==> src/rtl/vsel_pkg.sv <==
package vsel_pkg;

    typedef enum logic [2:0] {
        SRC_INT  = 3'd0,
        SRC_EXT1 = 3'd1,
        SRC_EXT2 = 3'd2,
        SRC_CV3  = 3'd3,
        SRC_YC3  = 3'd4,
        SRC_CV4  = 3'd5,
        SRC_YC4  = 3'd6,
        SRC_COMB = 3'd7
    } main_src_e;

    typedef enum logic [1:0] {
        DEC_CV   = 2'd0,
        DEC_YC   = 2'd1,
        DEC_COMB = 2'd2
    } auto_dec_e;

    localparam int STAT_COMB_BIT = 5;
    localparam int STAT_YC_BIT   = 6;

    // Auxiliary-style code for a direct source; comb and internal give 0.
    function automatic logic [2:0] feed_of(main_src_e s);
        if (s == SRC_INT || s == SRC_COMB)
            return 3'd0;
        return 3'(s) + 3'd1;
    endfunction

endpackage

==> src/rtl/vsel_code_dec.sv <==
module vsel_code_dec
    import vsel_pkg::*;
(
    input  logic [3:0] code_i,
    output main_src_e  direct_o,
    output logic       is_auto_o,
    output logic       auto_in4_o
);
    always_comb begin
        direct_o   = SRC_INT;
        is_auto_o  = 1'b0;
        auto_in4_o = code_i[1];
        case (code_i)
            4'b0010: direct_o = SRC_EXT1;
            4'b0011: direct_o = SRC_EXT2;
            4'b0100: direct_o = SRC_CV3;
            4'b0101: direct_o = SRC_YC3;
            4'b0110: direct_o = SRC_CV4;
            4'b0111: direct_o = SRC_YC4;
            4'b1100,
            4'b1110: is_auto_o = 1'b1;
            default: direct_o = SRC_INT;
        endcase
    end
endmodule

==> src/rtl/vsel_auto_judge.sv <==
module vsel_auto_judge
    import vsel_pkg::*;
#(
    parameter int AMP_W     = 6,
    parameter int STD_W     = 2,
    parameter int BURST_THR = 8
) (
    input  logic             clk,
    input  logic             rst_n,
    input  logic [3:0]       code_i,
    input  logic             comb_en_i,
    input  logic [STD_W-1:0] std_id_i,
    input  logic             std_valid_i,
    input  logic             std_combable_i,
    input  logic [AMP_W-1:0] amp_y_i,
    input  logic [AMP_W-1:0] amp_c_i,
    output auto_dec_e        dec_o
);
    localparam logic [AMP_W-1:0] THR = AMP_W'(BURST_THR);

    typedef struct packed {
        logic [3:0]       code;
        logic             comb;
        logic [STD_W-1:0] std;
        logic             pend;
        auto_dec_e        dec;
    } judge_st_t;

    judge_st_t st_d, st_q;
    logic      trig;
    auto_dec_e verdict;

    always_comb begin
        trig = (code_i != st_q.code) || (comb_en_i != st_q.comb) ||
               (std_id_i != st_q.std);
        if (comb_en_i) begin
            if (amp_c_i >= THR)
                verdict = DEC_YC;
            else if (amp_y_i >= THR && std_combable_i)
                verdict = DEC_COMB;
            else
                verdict = DEC_CV;
        end else begin
            verdict = (amp_c_i > amp_y_i) ? DEC_YC : DEC_CV;
        end

        st_d      = st_q;
        st_d.code = code_i;
        st_d.comb = comb_en_i;
        st_d.std  = std_id_i;
        st_d.pend = trig || (st_q.pend && !std_valid_i);
        if (!trig && st_q.pend && std_valid_i)
            st_d.dec = verdict;
    end

    always_ff @(posedge clk or negedge rst_n) begin
        if (!rst_n) begin
            st_q.code <= '0;
            st_q.comb <= 1'b0;
            st_q.std  <= '0;
            st_q.pend <= 1'b1;
            st_q.dec  <= DEC_CV;
        end else begin
            st_q <= st_d;
        end
    end

    assign dec_o = st_q.dec;
endmodule

==> src/rtl/vsel_aux_reg.sv <==
module vsel_aux_reg #(
    parameter int SEL_W = 3
) (
    input  logic             clk,
    input  logic             rst_n,
    input  logic [SEL_W-1:0] sel_i,
    output logic [SEL_W-1:0] sel_o
);
    logic [SEL_W-1:0] sel_d, sel_q;

    always_comb begin
        sel_d = (sel_i == SEL_W'(1)) ? '0 : sel_i;
    end

    always_ff @(posedge clk or negedge rst_n) begin
        if (!rst_n) sel_q <= '0;
        else        sel_q <= sel_d;
    end

    assign sel_o = sel_q;
endmodule

==> src/rtl/vsel_src_ctrl.sv <==
module vsel_src_ctrl
    import vsel_pkg::*;
#(
    parameter int AMP_W     = 6,
    parameter int STD_W     = 2,
    parameter int BURST_THR = 8
) (
    input  logic             clk,
    input  logic             rst_n,
    input  logic [3:0]       src_code,
    input  logic             comb_en,
    input  logic             std_valid,
    input  logic             std_combable,
    input  logic [STD_W-1:0] std_id,
    input  logic [AMP_W-1:0] amp_y3,
    input  logic [AMP_W-1:0] amp_c3,
    input  logic [AMP_W-1:0] amp_y4,
    input  logic [AMP_W-1:0] amp_c4,
    input  logic [2:0]       txt_sel,
    input  logic [2:0]       pip_sel,
    output logic [2:0]       main_src,
    output logic [2:0]       comb_feed,
    output logic             ref_en,
    output logic [7:0]       stat_byte,
    output logic [2:0]       txt_out,
    output logic [2:0]       pip_out
);
    localparam int N_AUX = 2;

    typedef struct packed {
        main_src_e  src;
        logic [2:0] feed;
        logic       ref_on;
        logic [7:0] stat;
    } out_st_t;

    out_st_t    out_d, out_q;
    main_src_e  direct;
    logic       is_auto, auto_in4;
    auto_dec_e  dec;
    logic [AMP_W-1:0] amp_y_sel, amp_c_sel;
    logic [2:0] aux_in  [N_AUX];
    logic [2:0] aux_out [N_AUX];

    vsel_code_dec u_dec (
        .code_i     (src_code),
        .direct_o   (direct),
        .is_auto_o  (is_auto),
        .auto_in4_o (auto_in4)
    );

    assign amp_y_sel = auto_in4 ? amp_y4 : amp_y3;
    assign amp_c_sel = auto_in4 ? amp_c4 : amp_c3;

    vsel_auto_judge #(
        .AMP_W     (AMP_W),
        .STD_W     (STD_W),
        .BURST_THR (BURST_THR)
    ) u_judge (
        .clk            (clk),
        .rst_n          (rst_n),
        .code_i         (src_code),
        .comb_en_i      (comb_en),
        .std_id_i       (std_id),
        .std_valid_i    (std_valid),
        .std_combable_i (std_combable),
        .amp_y_i        (amp_y_sel),
        .amp_c_i        (amp_c_sel),
        .dec_o          (dec)
    );

    assign aux_in[0] = txt_sel;
    assign aux_in[1] = pip_sel;

    for (genvar g = 0; g < N_AUX; g++) begin : g_aux
        vsel_aux_reg #(.SEL_W(3)) u_aux (
            .clk   (clk),
            .rst_n (rst_n),
            .sel_i (aux_in[g]),
            .sel_o (aux_out[g])
        );
    end

    assign txt_out = aux_out[0];
    assign pip_out = aux_out[1];

    always_comb begin
        logic      comb_ok;
        main_src_e cv_src, yc_src, pick;
        comb_ok = comb_en && std_valid && std_combable;
        cv_src  = auto_in4 ? SRC_CV4 : SRC_CV3;
        yc_src  = auto_in4 ? SRC_YC4 : SRC_YC3;

        out_d        = out_q;
        out_d.ref_on = comb_en;
        if (!is_auto) begin
            out_d.feed = feed_of(direct);
            pick       = comb_ok ? SRC_COMB : direct;
        end else begin
            case (dec)
                DEC_YC: begin
                    out_d.feed = feed_of(yc_src);
                    pick       = yc_src;
                end
                DEC_COMB: begin
                    out_d.feed = feed_of(cv_src);
                    pick       = comb_ok ? SRC_COMB : cv_src;
                end
                default: begin
                    out_d.feed = feed_of(cv_src);
                    pick       = cv_src;
                end
            endcase
        end
        out_d.src                = pick;
        out_d.stat               = '0;
        out_d.stat[STAT_COMB_BIT] = (pick == SRC_COMB);
        out_d.stat[STAT_YC_BIT]   = (pick == SRC_YC3) || (pick == SRC_YC4);
    end

    always_ff @(posedge clk or negedge rst_n) begin
        if (!rst_n) begin
            out_q.src    <= SRC_INT;
            out_q.feed   <= '0;
            out_q.ref_on <= 1'b0;
            out_q.stat   <= '0;
        end else begin
            out_q <= out_d;
        end
    end

    assign main_src  = out_q.src;
    assign comb_feed = out_q.feed;
    assign ref_en    = out_q.ref_on;
    assign stat_byte = out_q.stat;
endmodule

==> config.mk <==
export PLATFORM = sky130hd
export DESIGN_NAME = vsel_src_ctrl
export DESIGN_NICKNAME = d
export VERILOG_FILES = /design/src/rtl/vsel_pkg.sv /design/src/rtl/vsel_code_dec.sv /design/src/rtl/vsel_auto_judge.sv /design/src/rtl/vsel_aux_reg.sv /design/src/rtl/vsel_src_ctrl.sv
export SDC_FILE = /design/constraint.sdc
export NUM_CORES = 1
export LEC_CHECK = 0
export BUFFER_PORTS_ARGS = -buffer_cell sky130_fd_sc_hd__clkbuf_2
export CAP_MARGIN = 25
export CORE_MARGIN = 2
export CORE_UTILIZATION = 40
export CTS_BUF_LIST = sky130_fd_sc_hd__clkbuf_4 sky130_fd_sc_hd__clkbuf_8
export DETAILED_ROUTE_END_ITERATION = 12
export PLACE_DENSITY_LB_ADDON = 0.2
export SYNTH_ARGS = -nofsm -noshare
export SYNTH_HDL_FRONTEND = slang
export SYNTH_HIERARCHICAL = 1
export SYNTH_SLANG_ARGS = --single-unit
==> constraint.sdc <==
create_clock -name clk -period 1.95 [get_ports clk]
set_clock_uncertainty 0.1 [all_clocks]
set_input_delay 0.4875 -clock clk [delete_from_list [all_inputs] [get_ports clk]]
set_output_delay 0.4875 -clock clk [all_outputs]
set_load 0.1 [all_outputs]
# [Word level (Yosys, flattened, before mapping)]
# Cells that the tools add are included.
[classes] addsub=3 mul=0 n_div=0 order_cmp=3 n_eq_ne=21 shift=0 mux=35 bitwise=0 reduce_logical=20
[ops] cell="2-to-1 mux 3 bit" count=14
[ops] cell="== test 3 bit (second input constant)" count=6
[ops] cell="case mux 3 bit (6 select lines)" count=1
[ops] cell="== test 4 x 3 -> 1 bit (second input constant)" count=4
[ops] cell="greater-or-equal comparator 6 x 4 -> 1 bit (second input constant)" count=2
[ops] cell="2-to-1 mux 1 bit" count=12
[ops] cell="2-to-1 mux 6 bit" count=2
[ops] cell="case mux 3 bit (2 select lines)" count=2
[ops] cell="adder 3 x 1 -> 3 bit (second input constant)" count=3
[ops] cell="logical NOT 3 bit" count=3
[ops] cell="== test 4 x 2 -> 1 bit (second input constant)" count=2
[ops] cell="== test 4 bit (second input constant)" count=2
[ops] cell="2-to-1 mux 2 bit" count=4
[ops] cell="logical OR 1 bit" count=7
[ops] cell="== test 3 x 1 -> 1 bit (second input constant)" count=2
[ops] cell="> comparator 6 bit" count=1
[ops] cell="logical AND 1 bit" count=6
[ops] cell="!= test 4 bit" count=1
[ops] cell="OR reduction 2 bit" count=2
[ops] cell="== test 2 x 1 -> 1 bit (second input constant)" count=1
[ops] cell="== test 2 bit (second input constant)" count=1
[ops] cell="logical NOT 1 bit" count=2
[ops] cell="!= test 2 bit" count=1
[ops] cell="!= test 1 bit" count=1
[word_totals] reg_bits=24 latchBits=0 mem_bits_rw=0 rom_bits=0 in_bits=41 output_inout_bits=21 wordCells=92 n_memories=0

# [Depth between registers and ports, before layout]
# Gate-level depths: netlist of run 1.
[depth] depth_word=9 ltp_mapped=10 ltp_nobuf=7

# [Modules after synthesis]
# Netlist of run 1, hierarchy kept.
[by_module_without_submodules] module="vsel_src_ctrl" instances=1 cells_each=64 area_each_um2=708.2 seq_area_each_um2=225.2
[by_module_without_submodules] module="vsel_auto_judge" instances=1 cells_each=54 area_each_um2=591.8 seq_area_each_um2=251.5
[by_module_without_submodules] module="vsel_aux_reg" instances=2 cells_each=6 area_each_um2=90.1 seq_area_each_um2=75.1
[by_module_without_submodules] module="vsel_code_dec" instances=1 cells_each=9 area_each_um2=53.8 seq_area_each_um2=0.0

# [Least setup slack after synthesis of run 1]
# Ideal clock, no wire load.
[synth_path] path_kind="in2reg" startpoint="in src_code[1]" endpoint="reg u_judge/dec_o[0] (netlist name)" setup_ns=0.079 arrival_ns=2.054 t_required_ns=1.771 setup_slack_ns=-0.283 cell_stages=9 n_path_buf=3 path_cell_list="buf_4 -> buf_6 -> buf_8 -> mux2_4 -> ha_1 -> nand3_1 -> a21o_1 -> a211o_1 -> a2bb2oi_1"
[synth_between] elab_cells_between_ends=13 classes_between="2 x order compare; 1 x eq/ne; 5 x mux; 5 x reduce/logical"
[synth_lines] item="from (decl)" line_no="vsel_src_ctrl.sv:10" source="input logic [3:0] src_code,"
[synth_lines] item="2-to-1 mux 6 bit (*)" line_no="vsel_src_ctrl.sv:53" source="assign amp_c_sel = auto_in4 ? amp_c4 : amp_c3;"
[synth_lines] item="named net amp_c_sel[4]" line_no="vsel_src_ctrl.sv:41" source="logic [AMP_W-1:0] amp_y_sel, amp_c_sel;"
[synth_lines] item="> comparator 6 bit / greater-or-equal comparator 6 x 4 -> 1 bit (equally long branches)" line_no="vsel_auto_judge.sv:44, vsel_auto_judge.sv:37"
[synth_lines] item="2-to-1 mux 1 bit / 2-to-1 mux 2 bit (equally long branches)" line_no="vsel_auto_judge.sv:44, vsel_auto_judge.sv:37"
[synth_lines] item="2-to-1 mux 2 bit (*)" line_no="vsel_auto_judge.sv:36" source="if (comb_en_i) begin"
# Mark *: on every way through the listed nets, which the timed path passes. The rest lies on a longest branch.
# A chain may end at the register's enable or synchronous reset.

# [Final worst setup path of run 1]
[layout_path] startpoint="in src_code[1]" endpoint="reg u_judge/dec_o[0] (netlist name)"
[layout_between] elab_cells_between_ends=13 classes_between="2 x order compare; 1 x eq/ne; 5 x mux; 5 x reduce/logical"
[layout_lines] item="2-to-1 mux 6 bit (*)" line_no="vsel_src_ctrl.sv:53"
[layout_lines] item="named net amp_c_sel[3]" line_no="vsel_src_ctrl.sv:41"
[layout_lines] item="> comparator 6 bit / greater-or-equal comparator 6 x 4 -> 1 bit (equally long branches)" line_no="vsel_auto_judge.sv:44, vsel_auto_judge.sv:37"
[layout_lines] item="2-to-1 mux 1 bit / 2-to-1 mux 2 bit (equally long branches)" line_no="vsel_auto_judge.sv:44, vsel_auto_judge.sv:37"
[layout_lines] item="2-to-1 mux 2 bit (*)" line_no="vsel_auto_judge.sv:36"
# Marks and branches as above.

==> impl_metrics.env, run 1 <==
export IMPL_status="finished clean"
export IMPL_io_buffers=55
export IMPL_post_place_ws_ps=-290
export IMPL_peakVddDrop_mv=0.327
export IMPL_vias_per_cell=4.80
export IMPL_dp_hpwl_um=2390
export IMPL_final_cell_mix="clkbuf_2 (54), dfrtp_1 (24), buf_4 (14), inv_1 (12)"
export IMPL_period_minus_slack_ps=1900
export IMPL_die_area_sq_um=4350
export IMPL_finalSetupViolCount=0
export IMPL_routed_via_count=1201
export IMPL_fin_crit_sh_pct=97.4
export IMPL_crit_arrival_ps=1990
export IMPL_r2r_end="u_judge/dec_o[0]"
export IMPL_power_total_mw=1.42
export IMPL_cp_cell_sequence="buf_4 > clkbuf_16 > mux2_4 > ha_1 > nand3_2 > a21o_1 > a211o_1 > a2bb2oi_1"
export IMPL_synth_main_ff_cell="dfrtp_1"
export IMPL_path_class="input port to flop"
export IMPL_cp_end_kind="flop"
export IMPL_holdWs_ps=111
export IMPL_finalHoldViolations=0
export IMPL_ctsHtreeMaxLevel=1
export IMPL_synth_edf_count=0
export IMPL_yosys_warnings=6
export IMPL_yosysUniqueCellTypes=47
export IMPL_grt_max_degree=26
export IMPL_wl_met1_um=1240
export IMPL_wl_met3_um=228
export IMPL_crit_path_top_delay_cell="mux2_4"
export IMPL_grt_pass1_wl_um=4900
export IMPL_crit_reg2reg_launch="u_judge/st_q[5]"
export IMPL_die_w_um=65.9
export IMPL_syn_inst=139
export IMPL_overflow=0
export IMPL_async_flop_share_pct=100
export IMPL_drv_slew=0
export IMPL_io_pins=62
export IMPL_p_per_area_nw_per_um2=710
export IMPL_critPathLaunchType="input port"
export IMPL_clk_pin_slew_ps=90
export IMPL_wl_um=3050
export IMPL_first_iter_violations=38
export IMPL_holdBufCountCts=0
export IMPL_yosysSeqAreaShare_pct=40.9
export IMPL_finalNetCount=254
export IMPL_layout_drive_gt1_share_pct=48.5
export IMPL_final_cell_area_sq_um=2000
export IMPL_syn2layout_area_growth_pct=30.5
export IMPL_topRoutingLayerUsed="met4"
export IMPL_rows=22
export IMPL_wl_met2_um=1530
export IMPL_gp_congestion=0.833
export IMPL_leakage_nw=1.03
export IMPL_grt_pass1_vias=1180
export IMPL_ys_ff_latch=25
export IMPL_fin_tns_setup_ps=0
export IMPL_dp_cells=245
export IMPL_max_freq_ghz=0.526
export IMPL_wl_per_cell_um=12.2
export IMPL_placed_area_sq_um=1930
export IMPL_cts_max_path_buffers=2
export IMPL_cts_tree="yes"
export IMPL_syn_area_sq_um=1530
export IMPL_hp_class="input port to asynchronous set/reset pin"
export IMPL_cts_root_buf="clkbuf_8"
export IMPL_antenna_found_initial=0
export IMPL_start_util_pct=41.9
export IMPL_layout_cells_non_filler=250
export IMPL_antenna_cells=0
export IMPL_syn_area_per_cell_sq_um=11.0
export IMPL_die_h_um=65.9
export IMPL_tightest_slew_ps=602
export IMPL_relSlewSlack_pct=59.9
export IMPL_cts_sink_count=25
export IMPL_max_stage_delay_ps=300
export IMPL_r2r_cells=5
export IMPL_rsz0062_at_grt="false"
export IMPL_clk_latency_ps=270
export IMPL_track_usage_pct=14.4
export IMPL_post_cts_buffers=0
export IMPL_core_area_sq_um=3660
export IMPL_numCtsBuffers=3
export IMPL_crit_required_ps=2040
export IMPL_maxCapViolCount=0
export IMPL_first_pass_iters=4
export IMPL_setup_slack_ps=49.7
export IMPL_layout_commonest_cell="clkbuf_2"
export IMPL_r2r_setup_slack_ps=330
export IMPL_postLayoutCoreUtil_pct=54.7
export IMPL_nFillCells=337
export IMPL_drc=0
export IMPL_ant_nets=0
export IMPL_cp_max_fo=6
[state kept, by name, summed over array words and instances, names as in the netlist]
signal,count
comb_feed,3
g_aux.u_aux/sel_o,6
main_src,3
ref_en,1
stat_byte,2
u_judge/dec_o,2
u_judge/st_q,8
[cells in the mapped netlist, types with 2 or more instances]
library cell,n,share of area [%]
a211o_1,2,1.1
a21o_1,3,1.5
a21oi_1,4,1.3
buf_4,9,4.4
clkbuf_1,4,0.98
dfrtp_1,24,39
ha_1,10,8.2
inv_1,12,2.9
mux2_2,6,4.4
mux2_4,7,6.9
nand2_1,4,0.98
nand2b_1,2,0.82
nand3_1,5,1.6
nor2_1,5,1.2
nor3_1,3,0.98
o21a_1,2,0.98
o22ai_1,2,0.82
xnor2_1,6,3.4
[final cells by class]
cell class / instances / area (sq um) / area share, %
timing repair buffer: 70 / 420 / 21.0
clock buffer: 3 / 41.3 / 2.06
inverter: 13 / 48.8 / 2.44
multi-input combinational: 90 / 797 / 39.8
tap: 48 / 60.1 / 3.00
sequential: 25 / 627 / 31.3
clock inverter: 1 / 7.51 / 0.375
[critical path, delay by kind of cell]
family	cells	cell delay (ps)
compound gates	3	530
fa+ha+maj	1	290
buf+inv	2	310
mux	1	300
simple gates	1	70
[layer usage]
layer / vias to the layer above / global-route usage (%)
li1: 593 / -
met1: 550 / 17.3
met2: 54 / 25.8
met3: 4 / 1.02
met4: 0 / 7.29
met5: - / 0
[where the power goes]
group          internal (mW)  switching [mW]  total (mW)
Clock                  0.145           0.163       0.307
Sequential             0.553          0.0137       0.567
Combinational          0.175           0.372       0.547
[cells by family after synthesis]
kind of cell	count (synthesis)	synth area share [%]
xor+xnor	7	4.00
buf+inv	29	10.6
fa+ha+maj	10	8.16
flops	25	40.9
mux	15	12.6
simple gates	28	11.6
other cells	1	0.244
compound gates	24	11.9
[how the worst max path moves through the flow]
stage / startpoint / end / slack (ps) / cells past startpoint
6_report: src_code[1] / u_judge/dec_o[0] / 50 / 8
5_1_grt: src_code[1] / u_judge/dec_o[0] / 20 / 8
4_1_cts: src_code[1] / u_judge/dec_o[0] / 10 / 8
3_5_place_dp: src_code[1] / u_judge/dec_o[0] / -290 / 8
3_3_place_gp: src_code[1] / u_judge/dec_o[0] / -230 / 8
2_1_floorplan: src_code[1] / u_judge/dec_o[0] / -210 / 9
[timing repair]
item	4_1_cts	5_1_grt
cloned	0	1
pin swaps	0	0
setup endpoints to repair	1	1
gates resized for setup	1	1
(Power assumes the default switching activity.)
==> run 2: changes to the inputs <==
- PLACE_DENSITY: unset -> 0.78
- PLACE_DENSITY_LB_ADDON: 0.2 -> unset
==> impl_metrics.env, run 2 (synthesis gave the netlist of run 1 again) <==
export IMPL_status="finished clean"
export IMPL_path_buf_inv=2
export IMPL_cp_end_kind="flop"
export IMPL_dp_cells=247
export IMPL_layout_cells_non_filler=251
export IMPL_cts_tree="yes"
export IMPL_met1_usage_pct=17.1
export IMPL_antenna_cells=0
export IMPL_ctsHtreeMaxLevel=1
export IMPL_layout_drive_gt1_share_pct=51.2
export IMPL_p_per_area_nw_per_um2=703
export IMPL_track_usage_pct=14.0
export IMPL_die_w_um=65.9
export IMPL_max_stage_delay_ps=300
export IMPL_gp_congestion=0.770
export IMPL_finalSetupViolCount=0
export IMPL_nFillCells=321
export IMPL_cts_max_path_buffers=2
export IMPL_grt_max_degree=26
export IMPL_syn2layout_area_growth_pct=32.3
export IMPL_vias_per_cell=4.78
export IMPL_intPower_uw=880
export IMPL_wl_per_cell_um=11.6
export IMPL_wl_um=2910
export IMPL_start_util_pct=41.9
export IMPL_switching_share_pct=38.4
export IMPL_cp_max_fo=6
export IMPL_power_share_combinational_pct=39.2
export IMPL_antenna_found_initial=0
export IMPL_io_pins=62
export IMPL_drv_slew=0
export IMPL_grt_use_met2_pct=25.1
export IMPL_cts_root_buf="clkbuf_8"
export IMPL_holdBufCountCts=0
export IMPL_top_register="u_judge/st_q"
export IMPL_core_area_sq_um=3660
export IMPL_critPathLaunchType="input port"
export IMPL_crit_path_top_delay_cell="mux2_4"
export IMPL_die_area_sq_um=4350
export IMPL_ant_nets=0
export IMPL_met3_usage_pct=1.70
export IMPL_grt_busiest_layer="met2"
export IMPL_hp_class="input port to asynchronous set/reset pin"
export IMPL_max_freq_ghz=0.529
export IMPL_grt_pass1_vias=1150
export IMPL_crit_arrival_ps=1990
export IMPL_crit_required_ps=2050
export IMPL_post_cts_buffers=0
export IMPL_first_iter_violations=51
export IMPL_first_pass_iters=4
export IMPL_cpMostUsedCell="buf_6"
export IMPL_period_minus_slack_ps=1890
export IMPL_cts_sink_count=25
export IMPL_fin_crit_sh_pct=96.9
export IMPL_tightest_slew_ps=587
export IMPL_clkPwrFrac_pct=21.1
export IMPL_drc=0
export IMPL_p_sw_uw=548
export IMPL_dp_hpwl_um=2380
export IMPL_leakage_nw=1.04
export IMPL_clk_latency_ps=260
export IMPL_finalHoldViolations=0
export IMPL_numCtsBuffers=3
export IMPL_die_h_um=65.9
export IMPL_layout_commonest_cell="clkbuf_2"
export IMPL_rsz0062_at_grt="false"
export IMPL_cp_top_family="compound AO/OA/AOI/OAI gates"
export IMPL_routed_via_count=1200
export IMPL_path_class="input port to flop"
export IMPL_final_cell_mix="clkbuf_2 (54), dfrtp_1 (24), buf_4 (14), inv_1 (11), mux2_4 (9)"
export IMPL_finalNetCount=255
export IMPL_cp_cell_sequence="buf_6 > buf_6 > mux2_4 > ha_4 > nand3b_1 > a21o_1 > a211o_1 > a2bb2oi_2"
export IMPL_io_buffers=55
export IMPL_peakVddDrop_mv=0.324
export IMPL_relSlewSlack_pct=60.9
export IMPL_clk_pin_slew_ps=80
export IMPL_largest_reg_flops=8
export IMPL_maxCapViolCount=0
export IMPL_rows=22
export IMPL_overflow=0
export IMPL_seqPwrFrac_pct=39.7
export IMPL_grt_pass1_wl_um=4750
export IMPL_postLayoutCoreUtil_pct=55.4
run 2: changes by cell type in the layout (fill, tap and decap cells not counted), sizes merged:
cell,before,now
clkbuf,58,57
buf,15,17
run 2: path summary, 6_finish.rpt:
| check | start | end | slack [ps] | cells past startpoint |
|---|---|---|---|---|
| worst max-delay path | src_code[1] | u_judge/dec_o[0] | 60 | 8 |
| worst min-delay path | rst_n | comb_feed[1] | 110 | 1 |
| worst max register to register | u_judge/st_q[5] | u_judge/dec_o[1] | 250 | 4 |
| worst min register to register | u_judge/st_q[2] | u_judge/st_q[2] | 420 | 2 |
| max in group asynchronous | rst_n | u_judge/st_q[9] | 1260 | 1 |
| min in group clk | txt_sel[2] | g_aux[0].u_aux/sel_o[2] | 240 | 1 |
run 2: area by class of cell:
type | instances | area [sq um] | share of cell area [%]
clock buffers | 3 | 41.3 | 2.03
multi-input cells | 90 | 836 | 41.2
inverters | 13 | 48.8 | 2.40
well taps | 48 | 60.1 | 2.96
clock inverters | 1 | 7.51 | 0.370
flip-flops and latches | 25 | 627 | 30.9
repair buffers | 71 | 409 | 20.2
run 2: metrics by stage:
stage | area, sq um | setup slack [ps] | TNS [ps] | hold slack [ps] | total power, mW
floorplan | 1590 | -215 | -215 | 91.9 | 1.00
global placement | 1930 | -241 | -999 | 369 | 1.11
detailed placement | 1930 | -306 | -1130 | 403 | 1.12
CTS | 1980 | 26.1 | 0 | 127 | 1.43
global route | 2030 | 4.97 | 0 | 151 | 1.50
finish | 2030 | 60.0 | 0 | 108 | 1.43
run 2: power groups by stage:
stage          Sequential, mW  Combinational, mW  Clock, mW
2_1_floorplan           0.741              0.260          0
3_3_place_gp            0.576              0.531          0
3_5_place_dp            0.577              0.542          0
4_1_cts                 0.567              0.547      0.315
5_1_grt                 0.571              0.600      0.332
6_report                0.567              0.559      0.301
run 2: metal layers:
metal / share of wire (%) / vias to the layer above
met5: 0 / -
met4: 0.96 / 0
met3: 7.6 / 4
met2: 49 / 54
met1: 42 / 545
li1: - / 597
run 2: repair_timing:
| action | in CTS | in global routing |
|---|---|---|
| resized for setup | 2 | 9 |
| endpoints found under the setup margin | 1 | 2 |
| pin swaps | 0 | 2 |
==> run 3: changes to the inputs <==
- MAX_ROUTING_LAYER: unset -> met4
==> impl_metrics.env, run 3 (synthesis gave the netlist of run 1 again) <==
export IMPL_core_area_sq_um=3660
export IMPL_cp_end_kind="flop"
export IMPL_rsz0062_at_grt="false"
export IMPL_wl_per_cell_um=11.6
export IMPL_tightest_slew_ps=586
export IMPL_peakVddDrop_mv=0.324
export IMPL_post_place_ws_ps=-306
export IMPL_fin_crit_sh_pct=96.9
export IMPL_finalSetupViolCount=0
export IMPL_syn2layout_area_growth_pct=32.3
export IMPL_period_minus_slack_ps=1890
export IMPL_grt_pass1_vias=1150
export IMPL_clk_latency_ps=260
export IMPL_io_pins=62
export IMPL_finalHoldViolations=0
export IMPL_hp_class="input port to asynchronous set/reset pin"
export IMPL_crit_reg2reg_launch="u_judge/st_q[5]"
export IMPL_clk_pin_slew_ps=80
export IMPL_leakage_nw=1.04
export IMPL_cts_max_path_buffers=2
export IMPL_placed_area_sq_um=1930
export IMPL_die_w_um=65.9
export IMPL_relSlewSlack_pct=60.9
export IMPL_critPathLaunchType="input port"
export IMPL_antenna_found_initial=0
export IMPL_io_buffers=55
export IMPL_first_pass_iters=4
export IMPL_nFillCells=321
export IMPL_ant_nets=0
export IMPL_finalNetCount=255
export IMPL_cts_tree="yes"
export IMPL_final_cell_mix="clkbuf_2 (54), dfrtp_1 (24), buf_4 (14), inv_1 (11), mux2_4 (9)"
export IMPL_largest_reg_flops=8
export IMPL_crit_arrival_ps=1990
export IMPL_r2r_cells=4
export IMPL_status="finished clean"
export IMPL_maxCapViolCount=0
export IMPL_r2r_end="u_judge/dec_o[1]"
export IMPL_gp_congestion=0.780
export IMPL_r2r_setup_slack_ps=250
export IMPL_drc=0
export IMPL_numCtsBuffers=3
export IMPL_die_h_um=65.9
export IMPL_p_per_area_nw_per_um2=704
export IMPL_setup_slack_ps=60.1
export IMPL_final_cell_area_sq_um=2030
export IMPL_cts_root_buf="clkbuf_8"
export IMPL_path_class="input port to flop"
export IMPL_rows=22
export IMPL_layout_drive_gt1_share_pct=51.2
export IMPL_antenna_cells=0
export IMPL_crit_required_ps=2050
export IMPL_layout_commonest_cell="clkbuf_2"
export IMPL_ctsHtreeMaxLevel=1
export IMPL_grt_max_degree=26
export IMPL_top_register="u_judge/st_q"
export IMPL_cp_max_fo=6
export IMPL_post_cts_buffers=0
export IMPL_dp_hpwl_um=2380
export IMPL_wl_um=2910
export IMPL_track_usage_pct=14.3
export IMPL_max_freq_ghz=0.529
export IMPL_routed_via_count=1199
export IMPL_start_util_pct=41.9
export IMPL_cts_sink_count=25
export IMPL_grt_pass1_wl_um=4750
export IMPL_overflow=0
export IMPL_vias_per_cell=4.78
export IMPL_die_area_sq_um=4350
export IMPL_drv_slew=0
export IMPL_first_iter_violations=52
[run 3: cell counts in the layout (fill, tap and decap cells not counted)]
Identical to the previous run, type by type.
[run 3: power breakdown]
part	leakage, nW	switching (mW)	internal, mW
clock	0.0217	0.157	0.144
sequential	0.304	0.0144	0.553
combinational	0.711	0.376	0.183
total	1.04	0.548	0.880
[run 3: metal layers]
metal	global-route usage, %	routed length (um)	vias to the layer above
li1	-	-	596
met1	17.2	1250	545
met2	25.1	1430	54
met3	1.53	210	4
met4	4.69	28	0
met5	-	0	-
[run 3: worst max path at each step]
stage	start	to	slack (ps)	depth (start not counted)
2_1_floorplan	src_code[1]	u_judge/dec_o[0]	-210	9
3_3_place_gp	src_code[1]	u_judge/dec_o[0]	-240	8
3_5_place_dp	src_code[1]	u_judge/dec_o[0]	-310	8
4_1_cts	src_code[1]	u_judge/dec_o[0]	30	8
5_1_grt	src_code[1]	u_judge/dec_o[0]	5	8
6_report	src_code[1]	u_judge/dec_o[0]	60	8
[run 3: metrics by stage]
| step | util (%) | hold WS (ps) | TNS (ps) | power (mW) | instances |
|---|---|---|---|---|---|
| after floorplan | - | 91.9 | -215 | 1.00 | 144 |
| after global placement | 52.7 | 369 | -999 | 1.11 | 247 |
| after detailed placement | 52.7 | 403 | -1130 | 1.12 | 247 |
| after global routing | 55.4 | 151 | 0 | 1.50 | 251 |
| final | 55.4 | 108 | 0 | 1.43 | 251 |
| after CTS | 54.2 | 127 | 0 | 1.43 | 251 |
[run 3: final cells by class]
cell class                      instances  area [sq um]  area share [%]
Clock inverter                          1          7.51           0.370
Tap cell                               48          60.1            2.96
Sequential cell                        25           627            30.9
Inverter                               13          48.8            2.40
Timing Repair Buffer                   71           409            20.2
Multi-Input combinational cell         90           836            41.2
Clock buffer                            3          41.3            2.03
[run 3: critical path: stages]
cell       delay (ps)
buf_6             110
buf_6             130
mux2_4            300
ha_4              280
nand3b_1           80
a21o_1            160
a211o_1           300
a2bb2oi_2         130
[run 3: what timing repair did]
| item | in CTS | in global routing |
|---|---|---|
| resized for setup | 2 | 9 |
| hold buffers | 0 | 0 |
| pin swaps | 0 | 2 |
| cloned | 0 | 0 |
| setup endpoints to repair | 1 | 2 |
